`config.mk`:
```
export PLATFORM = sky130hd
export DESIGN_NAME = adc_conv_seq
export DESIGN_NICKNAME = d
export VERILOG_FILES = /design/src/rtl/adc_seq_pkg.sv /design/src/rtl/adc_ck_div.sv /design/src/rtl/adc_warm_trk.sv /design/src/rtl/adc_seq_ctl.sv /design/src/rtl/adc_conv_seq.sv
export SDC_FILE = /design/constraint.sdc
export NUM_CORES = 1
export LEC_CHECK = 0
export BUFFER_PORTS_ARGS = -buffer_cell sky130_fd_sc_hd__buf_2
export CORE_MARGIN = 4
export CORE_UTILIZATION = 46
export CTS_CLUSTER_DIAMETER = 150
export DETAILED_ROUTE_END_ITERATION = 12
export GPL_TIMING_DRIVEN = 0
export MAX_ROUTING_LAYER = met4
export PLACE_DENSITY_LB_ADDON = 0.15
export SKIP_LAST_GASP = 1
export SLEW_MARGIN = 20
export SYNTH_ARGS = -nofsm -noshare
export SYNTH_HDL_FRONTEND = slang
export SYNTH_HIERARCHICAL = 1
export SYNTH_SLANG_ARGS = --single-unit
```
`constraint.sdc`:
```
create_clock -name clk -period 2.8 [get_ports clk]
set_input_delay 0.14 -clock clk [delete_from_list [all_inputs] [get_ports clk]]
set_output_delay 0.14 -clock clk [all_outputs]
set_load 0.1 [all_outputs]
```
`src/rtl/adc_seq_pkg.sv`:
```
package adc_seq_pkg;

  typedef enum logic [2:0] {
    S_IDLE,
    S_WARM,
    S_BUS,
    S_OVH,
    S_CONV
  } seq_st_e;

  typedef struct packed {
    logic [2:0] mode;
    logic       long_smp;
    logic       avg_en;
    logic [1:0] avg_sel;
    logic [1:0] clk_sel;
    logic [1:0] div_sel;
    logic       cont;
  } seq_cfg_t;

  localparam int BUS_OVH_CYC = 5;

  // ADCK ticks per base conversion, by mode code
  function automatic logic [4:0] base_ticks(input logic [2:0] m);
    case (m)
      3'd0:         return 5'd17;
      3'd1:         return 5'd27;
      3'd2, 3'd4:   return 5'd20;
      default:      return 5'd30;
    endcase
  endfunction

  // number of base conversions per result
  function automatic logic [5:0] sample_count(input logic en, input logic [1:0] sel);
    if (!en) return 6'd1;
    return 6'd4 << sel;
  endfunction

  // ADCK ticks of first-conversion overhead
  function automatic logic [2:0] ovh_ticks(input logic long_en);
    return long_en ? 3'd3 : 3'd5;
  endfunction

endpackage

```
`src/rtl/adc_ck_div.sv`:
```
module adc_ck_div #(
  parameter int DIV_W = 3
) (
  input  logic       clk,
  input  logic       rst_n,
  input  logic       run,
  input  logic [1:0] clk_sel,
  input  logic [1:0] div_sel,
  input  logic       alt_tick,
  input  logic       async_tick,
  output logic       adck_tk
);

  logic [DIV_W-1:0] dcnt;
  logic [DIV_W-1:0] lim;
  logic             half;
  logic             src_tk;

  always_comb begin
    case (clk_sel)
      2'b00:   src_tk = 1'b1;
      2'b01:   src_tk = half;
      2'b10:   src_tk = alt_tick;
      default: src_tk = async_tick;
    endcase
  end

  assign lim     = DIV_W'((4'd1 << div_sel) - 4'd1);
  assign adck_tk = run && src_tk && (dcnt == lim);

  always_ff @(posedge clk or negedge rst_n) begin
    if (!rst_n) begin
      dcnt <= '0;
      half <= 1'b0;
    end else if (!run) begin
      dcnt <= '0;
      half <= 1'b0;
    end else begin
      half <= ~half;
      if (src_tk) dcnt <= (dcnt == lim) ? '0 : dcnt + DIV_W'(1);
    end
  end

  AST_HALF_NO_BACK2BACK: assert property (@(posedge clk) disable iff (!rst_n)
    (adck_tk && clk_sel == 2'b01) |=> !adck_tk);

endmodule

```
`src/rtl/adc_warm_trk.sv`:
```
module adc_warm_trk #(
  parameter int WAIT_CYC = 40
) (
  input  logic clk,
  input  logic rst_n,
  input  logic async_en,
  output logic warm
);

  localparam int WW = $clog2(WAIT_CYC + 1);

  logic [WW-1:0] held;

  always_ff @(posedge clk or negedge rst_n) begin
    if (!rst_n)                    held <= '0;
    else if (!async_en)            held <= '0;
    else if (held != WW'(WAIT_CYC)) held <= held + WW'(1);
  end

  assign warm = (held == WW'(WAIT_CYC));

  AST_WARM_DROPS: assert property (@(posedge clk) disable iff (!rst_n)
    !async_en |=> !warm);

endmodule

```
`src/rtl/adc_seq_ctl.sv`:
```
module adc_seq_ctl
  import adc_seq_pkg::*;
#(
  parameter int CNT_W    = 16,
  parameter int WAIT_CYC = 40
) (
  input  logic             clk,
  input  logic             rst_n,
  input  logic             start,
  input  logic             stop,
  input  logic             cfg_wr,
  input  seq_cfg_t         cfg_in,
  input  logic             warm,
  input  logic             adck_tk,
  output logic             run,
  output logic [1:0]       clk_sel_q,
  output logic [1:0]       div_sel_q,
  output logic             busy,
  output logic             done,
  output logic [CNT_W-1:0] bus_cycles,
  output logic [CNT_W-1:0] adck_cycles
);

  localparam int PH_W = $clog2(WAIT_CYC + 32);

  seq_st_e          st;
  seq_cfg_t         cfg_q;
  logic [PH_W-1:0]  ph;
  logic [5:0]       smp;
  logic [CNT_W-1:0] acc_b, acc_a;
  logic             abort;

  assign abort     = stop || cfg_wr;
  assign run       = (st == S_OVH) || (st == S_CONV);
  assign busy      = (st != S_IDLE);
  assign clk_sel_q = cfg_q.clk_sel;
  assign div_sel_q = cfg_q.div_sel;

  always_ff @(posedge clk or negedge rst_n) begin
    if (!rst_n) begin
      st          <= S_IDLE;
      cfg_q       <= '0;
      ph          <= '0;
      smp         <= '0;
      acc_b       <= '0;
      acc_a       <= '0;
      done        <= 1'b0;
      bus_cycles  <= '0;
      adck_cycles <= '0;
    end else begin
      done <= 1'b0;
      if (st != S_IDLE) begin
        acc_b <= acc_b + CNT_W'(1);
        if (adck_tk) acc_a <= acc_a + CNT_W'(1);
      end
      if (abort) begin
        st <= S_IDLE;
      end else begin
        case (st)
          S_IDLE: if (start) begin
            cfg_q <= cfg_in;
            acc_b <= '0;
            acc_a <= '0;
            if (cfg_in.clk_sel == 2'b11 && !warm) begin
              st <= S_WARM;
              ph <= PH_W'(WAIT_CYC - 1);
            end else begin
              st <= S_BUS;
              ph <= PH_W'(BUS_OVH_CYC - 1);
            end
          end
          S_WARM: begin
            if (ph == '0) begin
              st <= S_BUS;
              ph <= PH_W'(BUS_OVH_CYC - 1);
            end else ph <= ph - PH_W'(1);
          end
          S_BUS: begin
            if (ph == '0) begin
              st <= S_OVH;
              ph <= PH_W'(ovh_ticks(cfg_q.long_smp) - 3'd1);
            end else ph <= ph - PH_W'(1);
          end
          S_OVH: if (adck_tk) begin
            if (ph == '0) begin
              st  <= S_CONV;
              ph  <= PH_W'(base_ticks(cfg_q.mode) - 5'd1);
              smp <= sample_count(cfg_q.avg_en, cfg_q.avg_sel) - 6'd1;
            end else ph <= ph - PH_W'(1);
          end
          S_CONV: if (adck_tk) begin
            if (ph != '0) begin
              ph <= ph - PH_W'(1);
            end else if (smp != '0) begin
              smp <= smp - 6'd1;
              ph  <= PH_W'(base_ticks(cfg_q.mode) - 5'd1);
            end else begin
              done        <= 1'b1;
              bus_cycles  <= acc_b + CNT_W'(1);
              adck_cycles <= acc_a + CNT_W'(1);
              if (cfg_q.cont) begin
                ph    <= PH_W'(base_ticks(cfg_q.mode) - 5'd1);
                smp   <= sample_count(cfg_q.avg_en, cfg_q.avg_sel) - 6'd1;
                acc_b <= '0;
                acc_a <= '0;
              end else begin
                st <= S_IDLE;
              end
            end
          end
          default: st <= S_IDLE;
        endcase
      end
    end
  end

  AST_DONE_ONE_CYCLE: assert property (@(posedge clk) disable iff (!rst_n)
    done |=> !done);
  AST_DONE_AFTER_CONV: assert property (@(posedge clk) disable iff (!rst_n)
    done |-> ($past(st) == S_CONV));
  AST_ABORT_TO_IDLE: assert property (@(posedge clk) disable iff (!rst_n)
    (busy && abort) |=> !busy);
  AST_BUS_NOT_BELOW_ADCK: assert property (@(posedge clk) disable iff (!rst_n)
    done |-> (bus_cycles >= adck_cycles));
  AST_BASE_BOUND: assert property (@(posedge clk) disable iff (!rst_n)
    (st == S_CONV) |-> (ph < PH_W'(30)));
  AST_SAMPLE_BOUND: assert property (@(posedge clk) disable iff (!rst_n)
    (st == S_CONV) |-> (smp < 6'd32));

endmodule

```
`src/rtl/adc_conv_seq.sv`:
```
module adc_conv_seq
  import adc_seq_pkg::*;
#(
  parameter int BUS_FREQ_HZ = 8_000_000,
  parameter int STARTUP_US  = 5,
  parameter int CNT_W       = 16
) (
  input  logic             clk,
  input  logic             rst_n,
  input  logic             start,
  input  logic             stop,
  input  logic             cfg_wr,
  input  logic [2:0]       mode,
  input  logic             long_smp,
  input  logic             avg_en,
  input  logic [1:0]       avg_sel,
  input  logic [1:0]       clk_sel,
  input  logic [1:0]       div_sel,
  input  logic             cont,
  input  logic             async_en,
  input  logic             alt_tick,
  input  logic             async_tick,
  output logic             busy,
  output logic             done,
  output logic [CNT_W-1:0] bus_cycles,
  output logic [CNT_W-1:0] adck_cycles
);

  localparam int RAW_WAIT = (BUS_FREQ_HZ / 1_000_000) * STARTUP_US;
  localparam int WAIT_CYC = (RAW_WAIT < 1) ? 1 : RAW_WAIT;

  seq_cfg_t   cfg_in;
  logic       warm, adck_tk, run;
  logic [1:0] clk_sel_q, div_sel_q;

  assign cfg_in = '{mode: mode, long_smp: long_smp, avg_en: avg_en,
                    avg_sel: avg_sel, clk_sel: clk_sel, div_sel: div_sel,
                    cont: cont};

  adc_warm_trk #(.WAIT_CYC(WAIT_CYC)) u_warm (
    .clk(clk), .rst_n(rst_n), .async_en(async_en), .warm(warm)
  );

  adc_ck_div #(.DIV_W(3)) u_div (
    .clk(clk), .rst_n(rst_n), .run(run), .clk_sel(clk_sel_q),
    .div_sel(div_sel_q), .alt_tick(alt_tick), .async_tick(async_tick),
    .adck_tk(adck_tk)
  );

  adc_seq_ctl #(.CNT_W(CNT_W), .WAIT_CYC(WAIT_CYC)) u_ctl (
    .clk(clk), .rst_n(rst_n), .start(start), .stop(stop), .cfg_wr(cfg_wr),
    .cfg_in(cfg_in), .warm(warm), .adck_tk(adck_tk), .run(run),
    .clk_sel_q(clk_sel_q), .div_sel_q(div_sel_q), .busy(busy), .done(done),
    .bus_cycles(bus_cycles), .adck_cycles(adck_cycles)
  );

endmodule

```
==> impl_metrics.py <==
metrics = {
    "synthesis": {
        "synthArstFlopShare_pct": 100,
        "avgSynthCellArea_um2": 9.51,
        "synth_nets": 628,
        "synth_seq_area_share_pct": 45.2,
        "synthFlopType": "dfrtp_1",
        "synth_cells": 600,
        "netlist_area_um2": 5710,
        "ys.warnings.count": 6,
        "synth_edf_count": 0,
        "ys_seq_elements": 103,
        "synth_cell_types": 74,
    },
    "route": {
        "drc_errors": 0,
        "via_count": 4556,
        "drt_iter0_markers": 277,
        "dr.pass1.iters": 4,
        "routed_wl_mm": 12.5,
        "wire_per_inst_um": 14.7,
        "drtAntennaViolNets": 0,
        "vias_per_cell": 5.37,
    },
    "power": {
        "clkPwrFrac_pct": 38.4,
        "switchingPower_uw": 980,
        "switching_share_pct": 27.0,
        "powerDensity_nw_per_um2": 541,
        "peakVddDrop_mv": 0.324,
        "p_seq_share_pct": 46.7,
        "p_leak_nw": 3.02,
        "combPwrFrac_pct": 14.9,
        "power_mw": 3.63,
        "internal_power_mw": 2.65,
    },
    "floorplan": {
        "fp.coreArea_um2": 12100,
        "start_util_pct": 47.3,
        "fp-row-count": 40,
        "io_pins": 54,
        "die_area_um2": 14300,
        "die_h_um": 119,
        "dieWidth_um": 119,
    },
    "worst_setup_path": {
        "path_buf_inv": 4,
        "cp-start-kind": "flip-flop",
        "r2r_cells": 13,
        "crit_end": "u_ctl/ph[1]$_DFFE_PN0P_",
        "path_delay_family": "simple AND/OR/NAND/NOR gates",
        "worstPathArrival_ns": 2.97,
        "critical-path-max-stage-delay_ns": 0.41,
        "crit_type": "reg -> reg",
        "cp-startpoint": "u_ctl/st[0]$_DFFE_PN0P_",
        "cp_common_cell": "buf_4",
        "worst-path-stages": 13,
        "cp_slowest_cell": "or3_1",
        "r2r_end": "u_ctl/ph[1]$_DFFE_PN0P_",
        "reg2reg_slack_ns": 0.09,
        "cp_cell_sequence": "buf_6, or3b_4, o21a_4, inv_4, nand2_2, nor2_4, nor4bb_1, or3_1, a211oi_2, buf_4, buf_4, nor2_1, a31oi_1",
        "critPathRequiredTime_ns": 3.07,
        "crit_fanout": 9,
        "end_kind": "flip-flop",
        "r2r_start": "u_ctl/st[0]$_DFFE_PN0P_",
    },
    "global_route": {
        "antenna_found_initial": 0,
        "first_global_vias": 4338,
        "grtUsageTotal_pct": 18.3,
        "grt_pass1_wl_mm": 20.9,
        "grt_max_degree": 62,
        "overflow": 0,
    },
    "final_layout": {
        "fill_cells": 1104,
        "layout.cells.non_filler": 849,
        "n_antenna_cell": 0,
        "regArea_um2": 2580,
        "final_area_um2": 6710,
        "final_util_pct": 55.6,
        "drive_gt1_share_pct": 24.4,
        "multi_input_area_um2": 2930,
        "num-nets-final": 704,
        "area_growth_pct": 17.6,
    },
    "timing": {
        "finalHoldWorstSlack_ns": 0.0204,
        "finalHoldViolations": 0,
        "fmax_mhz": 369,
        "post-route-period-util_pct": 96.8,
        "setup-tns-final_ns": 0,
        "worstMarginPinSlew_ns": 1.02,
        "max_slew_margin_pct": 31.0,
        "finalCriticalPeriod_ns": 2.71,
        "finalSetupViolations": 0,
        "drv_slew": 0,
        "skew_ns": 0.00783,
        "timing.final.ws_setup_ns": 0.0903,
    },
    "placement": {
        "placed_cell_area_um2": 6210,
        "place_hpwl_mm": 9.00,
        "dp_slack_ns": -0.646,
        "port-buffer-count": 52,
        "dp_cells": 821,
        "gp_congestion": 0.860,
    },
    "clock_tree": {
        "htree_levels": 3,
        "cts_sinks": 103,
        "cts_tree": "done",
        "clk_path_buf_depth": 2,
        "clk_latency_ns": 0.35,
        "numCtsBuffers": 9,
        "clk_pin_slew_ns": 0.07,
        "root_buffer": "clkbuf_16",
    },
    "hold_path": {
        "hold_path.class": "in -> reg",
    },
    "run": {
        "maxCapViolCount": 0,
    },
    "run_status": {
        "outcome": "completed",
    },
}
-- power by group through the flow --
stage               clock (mW)  combinational, mW  sequential, mW
floorplan                    0              0.388            1.69
global placement             0              0.504            1.72
detailed placement           0              0.520            1.72
CTS                       1.44              0.536            1.69
global route              1.50              0.601            1.71
finish                    1.39              0.541            1.69
-- what timing repair did --
| action | in CTS | in global routing |
|---|---|---|
| buffers inserted | 3 | 8 |
| pin swaps | 2 | 6 |
| setup endpoints to repair | 79 | 59 |
| hold buffers | 1 | 0 |
| resized for setup | 11 | 7 |
| endpoints found under the hold margin | 42 | 0 |
-- cell families (layout without fill, tap and decap cells) --
kind of cell	Yosys count	in the layout	share of synthesized area [%]
buffers and inverters	46	127	4.56
AO/OA/AOI/OAI	128	128	16.0
multiplexers	17	17	3.24
AND/OR/NAND/NOR	252	252	22.2
flip-flops	103	103	45.2
XOR/XNOR	45	45	6.91
adder cells (fa/ha/maj)	9	9	1.93
-- synth_stat cells, types with 4 or more instances --
cell type	count	area (um2)
a211oi_1	4	30.0
a21oi_1	17	85.1
a22o_1	8	70.1
a31oi_1	6	37.5
and3_1	7	43.8
and4_1	7	61.3
buf_2	6	30.0
buf_4	5	37.5
buf_6	8	90.1
clkbuf_1	10	37.5
dfrtp_1	103	2580
ha_1	8	100
inv_1	14	52.6
mux2_2	12	135
mux2i_1	5	50.1
nand2_1	93	349
nand3_1	23	115
nand3b_1	5	37.5
nand4_1	7	43.8
nor2_1	49	184
nor2b_1	5	31.3
nor3_1	13	65.1
nor4_1	5	31.3
o21ai_0	20	100
o21ai_1	8	40.0
o21ai_2	26	228
o22ai_1	5	31.3
or2_2	4	25.0
or3_1	7	43.8
xnor2_1	16	140
xor2_1	29	254
-- final cells by class --
class | count | share of cell area [%]
tap | 168 | 3.13
multi-input combinational | 451 | 43.6
clock buffer | 10 | 3.56
sequential | 103 | 38.4
inverter | 15 | 0.877
buffer | 31 | 3.08
clock inverter | 6 | 1.34
timing repair buffer | 65 | 5.95
-- per-layer routing --
| layer | global-route usage, % | vias to the layer above | share of wire, % |
|---|---|---|---|
| met2 | 29.4 | 75 | 48 |
| met4 | 5.51 | 0 | 1.1 |
| met3 | 2.75 | 10 | 3.2 |
| met1 | 24.3 | 2192 | 48 |
| met5 | - | - | 0 |
| li1 | - | 2279 | - |
-- worst reg2reg max path, cell delays in order, from the launching register on --
cell and delay (ns):
dfrtp_1 0.37, buf_6 0.13, or3b_4 0.40, o21a_4 0.15, inv_4 0.08, nand2_2 0.06, nor2_4 0.17, nor4bb_1 0.08
or3_1 0.41, a211oi_2 0.29, buf_4 0.18, buf_4 0.13, nor2_1 0.04, a31oi_1 0.14
-- how the worst min path moves through the flow --
stage	slack, ns	cells after the start	end	from
4_1_cts	0.004	2	u_ctl/cfg_q[6]$_DFFE_PN0P_	avg_sel[1]
5_1_grt	0.02	2	u_ctl/cfg_q[6]$_DFFE_PN0P_	avg_sel[1]
6_report	0.02	2	u_ctl/cfg_q[6]$_DFFE_PN0P_	avg_sel[1]
3_3_place_gp	0.37	2	u_ctl/div_sel_q[1]$_DFFE_PN0P_	div_sel[1]
3_5_place_dp	0.09	1	u_ctl/bus_cycles[9]$_DFFE_PN0P_	rst_n
2_1_floorplan	-0.16	0	u_ctl/acc_a[0]$_DFF_PN0_	rst_n
-- sequential cells by signal, indices dropped and copies added, names as in the netlist --
name,cells
u_ctl/done,1
u_ctl/adck_cycles,16
u_ctl/clk_sel_q,2
u_div/half,1
u_ctl/bus_cycles,16
u_ctl/acc_a,16
u_ctl/st,3
u_ctl/ph,7
u_ctl/div_sel_q,2
u_ctl/cfg_q,8
u_warm/held,6
u_div/dcnt,3
u_ctl/acc_b,16
u_ctl/smp,6
-- cells in the final DEF, fill, tap and decap left out, drive strengths merged, types with 16 or more instances in the layout --
cell and count:
dfrtp 103, nand2 93, buf 84, o21ai 54, nor2 50, xor2 29
nand3 24, clkbuf 21, a21oi 19, inv 17, xnor2 16
No activity file was read; power rests on OpenSTA's default activity.
